## config.mk

```make
export PLATFORM = sky130hd
export DESIGN_NAME = bus_uart_port
export DESIGN_NICKNAME = d
export VERILOG_FILES = /design/src/rtl/uart_port_pkg.sv /design/src/rtl/uart_os_tick.sv /design/src/rtl/uart_rx_core.sv /design/src/rtl/uart_tx_core.sv /design/src/rtl/phase_delay_chain.sv /design/src/rtl/bus_uart_port.sv
export SDC_FILE = /design/constraint.sdc
export NUM_CORES = 1
export LEC_CHECK = 0
export ABC_AREA = 0
export BUFFER_PORTS_ARGS = -buffer_cell sky130_fd_sc_hd__buf_4
export CORE_ASPECT_RATIO = 2
export CORE_UTILIZATION = 46
export DETAILED_ROUTE_END_ITERATION = 10
export MAX_ROUTING_LAYER = met4
export PLACE_DENSITY = 0.68
export SLEW_MARGIN = 40
export SYNTH_ARGS = -nofsm -noshare
export SYNTH_HDL_FRONTEND = slang
export SYNTH_SLANG_ARGS = --single-unit
```

## constraint.sdc

```tcl
create_clock -name clk -period 2.1 [get_ports clk]
set_clock_uncertainty 0.1 [all_clocks]
set_input_delay 0.525 -clock clk [delete_from_list [all_inputs] [get_ports clk]]
set_output_delay 0.525 -clock clk [all_outputs]
set_load 0.05 [all_outputs]
```

## src/rtl/uart_port_pkg.sv

```systemverilog
package uart_port_pkg;

   typedef enum logic [2:0] {
      RX_IDLE,
      RX_START,
      RX_DATA,
      RX_STOP,
      RX_BREAK
   } rx_state_e;

endpackage

```

## src/rtl/uart_os_tick.sv

```systemverilog
module uart_os_tick #(
   parameter int TICK_DIV = 4
) (
   input  logic clk,
   input  logic rst_n,
   output logic tick_o
);
   generate
      if (TICK_DIV < 1) begin : g_bad_div
         $error("uart_os_tick: TICK_DIV must be at least 1");
      end
      if (TICK_DIV == 1) begin : g_every_clk
         assign tick_o = 1'b1;
      end else begin : g_divided
         localparam int CW = $clog2(TICK_DIV);
         localparam logic [CW-1:0] LAST = CW'(TICK_DIV - 1);
         logic [CW-1:0] cnt_q;
         always_ff @(posedge clk or negedge rst_n) begin
            if (!rst_n) begin
               cnt_q <= '0;
            end else if (cnt_q == LAST) begin
               cnt_q <= '0;
            end else begin
               cnt_q <= cnt_q + 1'b1;
            end
         end
         assign tick_o = (cnt_q == LAST);
      end
   endgenerate
endmodule

```

## src/rtl/uart_rx_core.sv

```systemverilog
module uart_rx_core
   import uart_port_pkg::*;
#(
   parameter int OVERSAMPLE  = 16,
   parameter int DATA_BITS   = 8,
   parameter int SYNC_STAGES = 2
) (
   input  logic                 clk,
   input  logic                 rst_n,
   input  logic                 tick_i,
   input  logic                 rxd_i,
   output logic                 valid_o,
   output logic [DATA_BITS-1:0] byte_o
);
   localparam int OW = $clog2(OVERSAMPLE);
   localparam int IW = (DATA_BITS > 1) ? $clog2(DATA_BITS) : 1;
   localparam logic [OW-1:0] HALF_LAST = OW'(OVERSAMPLE / 2 - 1);
   localparam logic [OW-1:0] FULL_LAST = OW'(OVERSAMPLE - 1);
   localparam logic [IW-1:0] IDX_LAST  = IW'(DATA_BITS - 1);

   generate
      if (SYNC_STAGES < 2) begin : g_bad_sync
         $error("uart_rx_core: SYNC_STAGES must be at least 2");
      end
   endgenerate

   logic [SYNC_STAGES-1:0] sync_q;
   logic                   rx_bit;
   rx_state_e              state_q;
   logic [OW-1:0]          os_q;
   logic [IW-1:0]          idx_q;
   logic [DATA_BITS-1:0]   sh_q;

   always_ff @(posedge clk or negedge rst_n) begin
      if (!rst_n) begin
         sync_q <= '1;
      end else begin
         sync_q <= {sync_q[SYNC_STAGES-2:0], rxd_i};
      end
   end
   assign rx_bit = sync_q[SYNC_STAGES-1];

   always_ff @(posedge clk or negedge rst_n) begin
      if (!rst_n) begin
         state_q <= RX_IDLE;
         os_q    <= '0;
         idx_q   <= '0;
         sh_q    <= '0;
         byte_o  <= '0;
         valid_o <= 1'b0;
      end else begin
         valid_o <= 1'b0;
         case (state_q)
            RX_IDLE: begin
               if (!rx_bit) begin
                  state_q <= RX_START;
                  os_q    <= '0;
               end
            end
            RX_START: begin
               if (tick_i) begin
                  if (os_q == HALF_LAST) begin
                     os_q  <= '0;
                     idx_q <= '0;
                     state_q <= rx_bit ? RX_IDLE : RX_DATA;
                  end else begin
                     os_q <= os_q + 1'b1;
                  end
               end
            end
            RX_DATA: begin
               if (tick_i) begin
                  if (os_q == FULL_LAST) begin
                     os_q <= '0;
                     sh_q <= {rx_bit, sh_q[DATA_BITS-1:1]};
                     if (idx_q == IDX_LAST) begin
                        state_q <= RX_STOP;
                     end else begin
                        idx_q <= idx_q + 1'b1;
                     end
                  end else begin
                     os_q <= os_q + 1'b1;
                  end
               end
            end
            RX_STOP: begin
               if (tick_i) begin
                  if (os_q == FULL_LAST) begin
                     os_q <= '0;
                     if (rx_bit) begin
                        valid_o <= 1'b1;
                        byte_o  <= sh_q;
                        state_q <= RX_IDLE;
                     end else begin
                        state_q <= RX_BREAK;
                     end
                  end else begin
                     os_q <= os_q + 1'b1;
                  end
               end
            end
            RX_BREAK: begin
               if (rx_bit) begin
                  state_q <= RX_IDLE;
               end
            end
            default: state_q <= RX_IDLE;
         endcase
      end
   end


   valid_pulse_chk: assert property (@(posedge clk) disable iff (!rst_n)
      valid_o |=> !valid_o);


   break_no_valid_chk: assert property (@(posedge clk) disable iff (!rst_n)
      (state_q == RX_BREAK) |=> !valid_o);
endmodule

```

## src/rtl/uart_tx_core.sv

```systemverilog
module uart_tx_core #(
   parameter int BIT_CLKS  = 64,
   parameter int DATA_BITS = 8,
   parameter int STOP_BITS = 1
) (
   input  logic                 clk,
   input  logic                 rst_n,
   input  logic                 start_i,
   input  logic [DATA_BITS-1:0] data_i,
   output logic                 txd_o,
   output logic                 done_o
);
   localparam int FRAME = 1 + DATA_BITS + STOP_BITS;
   localparam int TW    = (BIT_CLKS > 1) ? $clog2(BIT_CLKS) : 1;
   localparam int LW    = $clog2(FRAME);
   localparam logic [TW-1:0] T_LAST = TW'(BIT_CLKS - 1);
   localparam logic [LW-1:0] L_INIT = LW'(FRAME - 1);

   logic [FRAME-1:0] sh_q;
   logic             active_q;
   logic [TW-1:0]    tmr_q;
   logic [LW-1:0]    left_q;

   always_ff @(posedge clk or negedge rst_n) begin
      if (!rst_n) begin
         sh_q     <= '1;
         active_q <= 1'b0;
         tmr_q    <= '0;
         left_q   <= '0;
         done_o   <= 1'b0;
      end else begin
         done_o <= 1'b0;
         if (!active_q) begin
            if (start_i) begin
               sh_q     <= {{STOP_BITS{1'b1}}, data_i, 1'b0};
               active_q <= 1'b1;
               tmr_q    <= '0;
               left_q   <= L_INIT;
            end
         end else if (tmr_q == T_LAST) begin
            tmr_q <= '0;
            sh_q  <= {1'b1, sh_q[FRAME-1:1]};
            if (left_q == '0) begin
               active_q <= 1'b0;
               done_o   <= 1'b1;
            end else begin
               left_q <= left_q - 1'b1;
            end
         end else begin
            tmr_q <= tmr_q + 1'b1;
         end
      end
   end

   assign txd_o = active_q ? sh_q[0] : 1'b1;


   stop_high_chk: assert property (@(posedge clk) disable iff (!rst_n)
      done_o |-> $past(txd_o));


   start_low_chk: assert property (@(posedge clk) disable iff (!rst_n)
      (start_i && !active_q) |=> !txd_o);
endmodule

```

## src/rtl/phase_delay_chain.sv

```systemverilog
module phase_delay_chain #(
   parameter int STAGES      = 8,
   parameter int SYNC_STAGES = 2
) (
   input  logic clk,
   input  logic rst_n,
   input  logic phase_clk_i,
   input  logic arm_i,
   output logic fire_o
);
   generate
      if (STAGES < 2) begin : g_bad_stages
         $error("phase_delay_chain: STAGES must be at least 2");
      end
      if (SYNC_STAGES < 2) begin : g_bad_sync
         $error("phase_delay_chain: SYNC_STAGES must be at least 2");
      end
   endgenerate

   logic [SYNC_STAGES-1:0] ps_q;
   logic                   prev_q;
   logic                   adv;
   logic                   pend_q;
   logic [STAGES-1:0]      chain_q;
   logic [STAGES-1:0]      chain_d;

   always_ff @(posedge clk or negedge rst_n) begin
      if (!rst_n) begin
         ps_q   <= '0;
         prev_q <= 1'b0;
      end else begin
         ps_q   <= {ps_q[SYNC_STAGES-2:0], phase_clk_i};
         prev_q <= ps_q[SYNC_STAGES-1];
      end
   end
   assign adv = ps_q[SYNC_STAGES-1] & ~prev_q;

   always_comb begin
      chain_d = chain_q;
      if (chain_q[STAGES-1]) begin
         chain_d[STAGES-1] = 1'b0;
      end
      if (adv) begin
         chain_d = {chain_d[STAGES-2:0], pend_q};
      end
   end

   always_ff @(posedge clk or negedge rst_n) begin
      if (!rst_n) begin
         pend_q  <= 1'b0;
         chain_q <= '0;
      end else begin
         chain_q <= chain_d;
         if (arm_i) begin
            pend_q <= 1'b1;
         end else if (adv) begin
            pend_q <= 1'b0;
         end
      end
   end

   assign fire_o = chain_q[STAGES-1];


   single_token_chk: assert property (@(posedge clk) disable iff (!rst_n)
      $onehot0({pend_q, chain_q}));


   fire_after_edge_chk: assert property (@(posedge clk) disable iff (!rst_n)
      $rose(fire_o) |-> $past(adv));
endmodule

```

## src/rtl/bus_uart_port.sv

```systemverilog
module bus_uart_port #(
   parameter int CLK_HZ       = 50_000_000,
   parameter int BAUD         = 38400,
   parameter int OVERSAMPLE   = 16,
   parameter int DATA_BITS    = 8,
   parameter int STOP_BITS    = 1,
   parameter int DELAY_STAGES = 8,
   parameter int SYNC_STAGES  = 2
) (
   input  logic                 clk,
   input  logic                 rst_n,
   input  logic                 phase_clk,
   input  logic                 wr_stb,
   input  logic [DATA_BITS-1:0] wr_data,
   input  logic                 rd_stb,
   output logic [DATA_BITS-1:0] rd_data,
   output logic                 rx_ready,
   output logic                 rx_overrun,
   output logic                 tx_busy,
   output logic                 txd,
   input  logic                 rxd
);
   localparam int TICK_DIV = CLK_HZ / (BAUD * OVERSAMPLE);
   localparam int BIT_CLKS = TICK_DIV * OVERSAMPLE;

   generate
      if (OVERSAMPLE < 4 || (OVERSAMPLE % 2) != 0) begin : g_bad_os
         $error("bus_uart_port: OVERSAMPLE must be even and at least 4");
      end
      if (TICK_DIV < 1) begin : g_bad_rate
         $error("bus_uart_port: CLK_HZ too low for BAUD*OVERSAMPLE");
      end
      if (STOP_BITS != 1 && STOP_BITS != 2) begin : g_bad_stop
         $error("bus_uart_port: STOP_BITS must be 1 or 2");
      end
      if (DATA_BITS < 5 || DATA_BITS > 9) begin : g_bad_width
         $error("bus_uart_port: DATA_BITS out of range");
      end
   endgenerate

   logic                 tick;
   logic                 rx_valid;
   logic [DATA_BITS-1:0] rx_byte;
   logic                 fire;
   logic                 tx_done;
   logic                 accept;
   logic                 busy_q;
   logic [DATA_BITS-1:0] hold_q;
   logic                 ready_q;
   logic                 ovr_q;
   logic [DATA_BITS-1:0] data_q;

   uart_os_tick #(.TICK_DIV(TICK_DIV)) u_tick (
      .clk   (clk),
      .rst_n (rst_n),
      .tick_o(tick)
   );

   uart_rx_core #(
      .OVERSAMPLE (OVERSAMPLE),
      .DATA_BITS  (DATA_BITS),
      .SYNC_STAGES(SYNC_STAGES)
   ) u_rx (
      .clk    (clk),
      .rst_n  (rst_n),
      .tick_i (tick),
      .rxd_i  (rxd),
      .valid_o(rx_valid),
      .byte_o (rx_byte)
   );

   phase_delay_chain #(
      .STAGES     (DELAY_STAGES),
      .SYNC_STAGES(SYNC_STAGES)
   ) u_delay (
      .clk        (clk),
      .rst_n      (rst_n),
      .phase_clk_i(phase_clk),
      .arm_i      (accept),
      .fire_o     (fire)
   );

   uart_tx_core #(
      .BIT_CLKS (BIT_CLKS),
      .DATA_BITS(DATA_BITS),
      .STOP_BITS(STOP_BITS)
   ) u_tx (
      .clk    (clk),
      .rst_n  (rst_n),
      .start_i(fire),
      .data_i (hold_q),
      .txd_o  (txd),
      .done_o (tx_done)
   );

   assign accept = wr_stb & ~busy_q;

   always_ff @(posedge clk or negedge rst_n) begin
      if (!rst_n) begin
         busy_q <= 1'b0;
         hold_q <= '0;
      end else begin
         if (accept) begin
            busy_q <= 1'b1;
            hold_q <= wr_data;
         end else if (tx_done) begin
            busy_q <= 1'b0;
         end
      end
   end

   always_ff @(posedge clk or negedge rst_n) begin
      if (!rst_n) begin
         ready_q <= 1'b0;
         ovr_q   <= 1'b0;
         data_q  <= '0;
      end else if (rx_valid) begin
         data_q  <= rx_byte;
         ready_q <= 1'b1;
         ovr_q   <= (ready_q | ovr_q) & ~rd_stb;
      end else if (rd_stb) begin
         ready_q <= 1'b0;
         ovr_q   <= 1'b0;
      end
   end

   assign rd_data    = data_q;
   assign rx_ready   = ready_q;
   assign rx_overrun = ovr_q;
   assign tx_busy    = busy_q;


   ready_sticky_chk: assert property (@(posedge clk) disable iff (!rst_n)
      (rx_ready && !rd_stb) |=> rx_ready);


   read_clear_chk: assert property (@(posedge clk) disable iff (!rst_n)
      (rd_stb && !rx_valid) |=> (!rx_ready && !rx_overrun));


   overrun_needs_ready_chk: assert property (@(posedge clk) disable iff (!rst_n)
      rx_overrun |-> rx_ready);


   busy_hold_chk: assert property (@(posedge clk) disable iff (!rst_n)
      (wr_stb && tx_busy) |=> $stable(hold_q));


   fire_in_busy_chk: assert property (@(posedge clk) disable iff (!rst_n)
      fire |-> tx_busy);


   idle_line_chk: assert property (@(posedge clk) disable iff (!rst_n)
      !tx_busy |-> txd);
endmodule

```

==> flow_summary.yaml <==
placement:
  hpwlAfterDp_um: 5520
  io_buffers: 25
  gp_congestion: 0.888
floorplan:
  core.rowCount: 48
  start_util_pct: 47.6
  die_area_um2: 9420
  pin_count: 26
  dieHeight_um: 136
  core_um2: 8710
  fp.dieW_um: 69.1
sta:
  hold_violations: 13
  hold_ws_ns: -0.00873
  fmax_mhz: 502
  slew_viol_final: 0
  worstMarginPinSlew_ns: 0.387
  relSlewSlack_pct: 74.1
  fin_crit_sh_pct: 94.9
  timing.final.crit_period_ns: 1.99
  finalSetupTns_ns: 0
  rsz0062_at_grt: "false"
  setup_viol: 0
worst_setup_path:
  path_cells: "ha_1, nand2_2, or4b_1, a221o_1, mux2_4"
  worstPathRequired_ns: 2.23
  worst-path-max-fanout: 4
  cp-start-kind: "flop"
  regToRegSetupSlack_ns: 0.11
  crit_slowest_cell: "or4b_1"
  cpPeakStageDelay_ns: 0.49
  critPathKind: "reg2reg"
  cp.arrival_ns: 2.12
  cp-end-kind: "flop"
cells_and_area:
  seqCellArea_um2: 2340
  nets: 417
  drive_gt1_share_pct: 30.7
  antenna_cells: 0
  layout_common_cells: "82 x dfrtp_1, 45 x buf_4, 40 x mux2_2, 26 x nor2_1, 21 x a21oi_1"
  syn_to_final_growth_pct: 17.5
  finish.utilization_pct: 55.9
  multi_input_area_um2: 1660
  layout.cells.most_common: "dfrtp_1"
  nFillCells: 756
drt:
  routed_via_density: 5.66
  vias: 2834
  wl_met3_um: 195
  dr.max_layer_used: "met4"
  wire_per_inst_um: 15.2
  route.met2.wl_um: 4120
  ant_nets: 0
  initialDrtViolationCount: 147
  drt-total-wl_um: 7600
  drt-met1-wl_um: 3050
  dr.pass1.iters: 4
  drc: 0
global_routing:
  grt_max_degree: 39
  track_usage_pct: 18.4
  grt_pass1_vias: 2943
  overflow: 0
  grt_pass1_wl_um: 13100
  antenna_found_initial: 0
clocking:
  clk_latency_ns: 0.34
  clock_path_buffers: 2
  path_clk_slew_ns: 0.06
  cts_resized: 0
  cts_tree: "built"
  hold_buffers: 0
  postCtsSetupRepairBufs: 0
  cts.htree.levels: 3
  cts_num_sinks: 93
  cts-root-buf: "clkbuf_16"
  numCtsBuffers: 9
synthesis:
  syn-num-nets: 377
  synthAdderAreaFrac_pct: 2.11
  yosys.area_share.simple_pct: 14.0
  synth_async_sr_flop_share_pct: 100
  yosys.area_share.xor_xnor_pct: 1.27
  synthCells: 356
  synth_warnings: 0
  netlist_area_um2: 4150
  synth_cell_types: 59
  ys_seq_elements: 93
  muxShareOfSynthArea_pct: 11.5
  synth_compound_area_share_pct: 11.2
  synth_top_family_by_area: "simple AND/OR/NAND/NOR gates"
  avgSynthCellArea_um2: 11.6
  synth.yosys.seq_area_share_pct: 56.5
  synth_flop_cell: "dfrtp_1"
  synth_edf_count: 0
run:
  drv_cap: 0
pwr:
  ir_drop_mv: 0.538
  p_leak_nw: 2.33
  power-per-cell-area_nw_per_um2: 919
  power_mw: 4.47
status:
  violations: "hold timing"
  status: "complete, but fails checks"
min_path:
  hold_class: "in2async"
## critical path: cells and delay by family, from the launching register on
family                     cells  cell delay [ns]
AOI/OAI and AO/OA              1             0.35
adders and majority gates      1             0.21
muxes                          1             0.26
and+or+nand+nor                2             0.57
DFF                            1             0.39
## report_power, final
part	switching, mW	internal (mW)	leakage, nW
clock	0.666	0.952	0.152
sequential	0.139	2.01	1.20
combinational	0.408	0.297	0.970
total	1.21	3.26	2.33
## metrics by stage
step	hold WS [ns]	setup slack [ns]	cells	instance area [um2]
after global routing	0.00845	0.00571	501	4870
after floorplan	0.129	0.126	356	4150
after detailed placement	0.235	0.124	485	4570
after global placement	0.245	0.176	485	4570
final	-0.00873	0.107	501	4870
after CTS	0.00636	0.112	501	4870
## kinds of logic after synthesis
kind of cell / Yosys count
AND/OR/NAND/NOR: 102
flip-flops: 93
AO/OA/AOI/OAI: 71
multiplexers: 42
buffers and inverters: 35
adder cells (fa/ha/maj): 7
XOR/XNOR: 6
## layer usage
metal	vias to the layer above	track usage, %
met1	1411	19.1
met5	-	-
met4	0	11.9
met2	42	31.6
met3	18	3.41
li1	1363	-
## cell type report
cell class | count | share of cell area (%)
tap | 100 | 2.57
clock buffer | 10 | 4.91
multi-input combinational | 228 | 34.1
timing repair buffer | 47 | 7.76
inverter | 17 | 1.31
clock inverter | 6 | 1.28
sequential | 93 | 48.1
## registers in the layout, summed over array words and instances, names as in the netlist, 4 cells and up
signal,count
hold_q,8
rd_data,8
u_delay.chain_q,8
u_rx.byte_o,8
u_rx.os_q,4
u_rx.sh_q,8
u_tick.g_divided.cnt_q,7
u_tx.left_q,4
u_tx.sh_q,9
u_tx.tmr_q,11
## cells in the mapped netlist (all sizes together), types with 3 or more instances
cell type   n  area share [%]
nand3       9             1.2
and4        3            0.63
xor2        3            0.63
a211o       3            0.63
xnor2       3            0.63
nor4        4            0.97
nand2      19             1.8
nor3        5            0.60
nand4       5            0.75
nor2       26             2.4
o22ai       9             1.4
a31oi       9             1.4
and2        6            0.91
nand2b      3            0.45
ha          7             2.1
clkbuf     13             1.2
buf         5            0.72
a22o        3            0.63
dfstp      11             7.0
mux2       41              11
inv        17             1.5
o21ai       7            0.85
nor2b       4            0.60
a21oi      21             2.5
dfrtp      82              50
and3        6            0.91
## worst paths after layout
| path | end | cells after the start | from |
|---|---|---|---|
| max | u_rx.idx_q[0]$_DFFE_PN0P_ | 5 | u_rx.os_q[0]$_DFFE_PN0P_ |
| min | u_tx.tmr_q[3]$_DFFE_PN0P_ | 1 | rst_n |
| max reg2reg | u_rx.idx_q[0]$_DFFE_PN0P_ | 5 | u_rx.os_q[0]$_DFFE_PN0P_ |
| min reg2reg | u_delay.ps_q[1]$_DFF_PN0_ | 0 | u_delay.ps_q[0]$_DFF_PN0_ |
| max in group asynchronous | u_rx.sync_q[0]$_DFF_PN1_ | 2 | rst_n |
| min in group clk | u_rx.sync_q[0]$_DFF_PN1_ | 1 | rxd |
No activity file was read; power rests on OpenSTA's default activity.
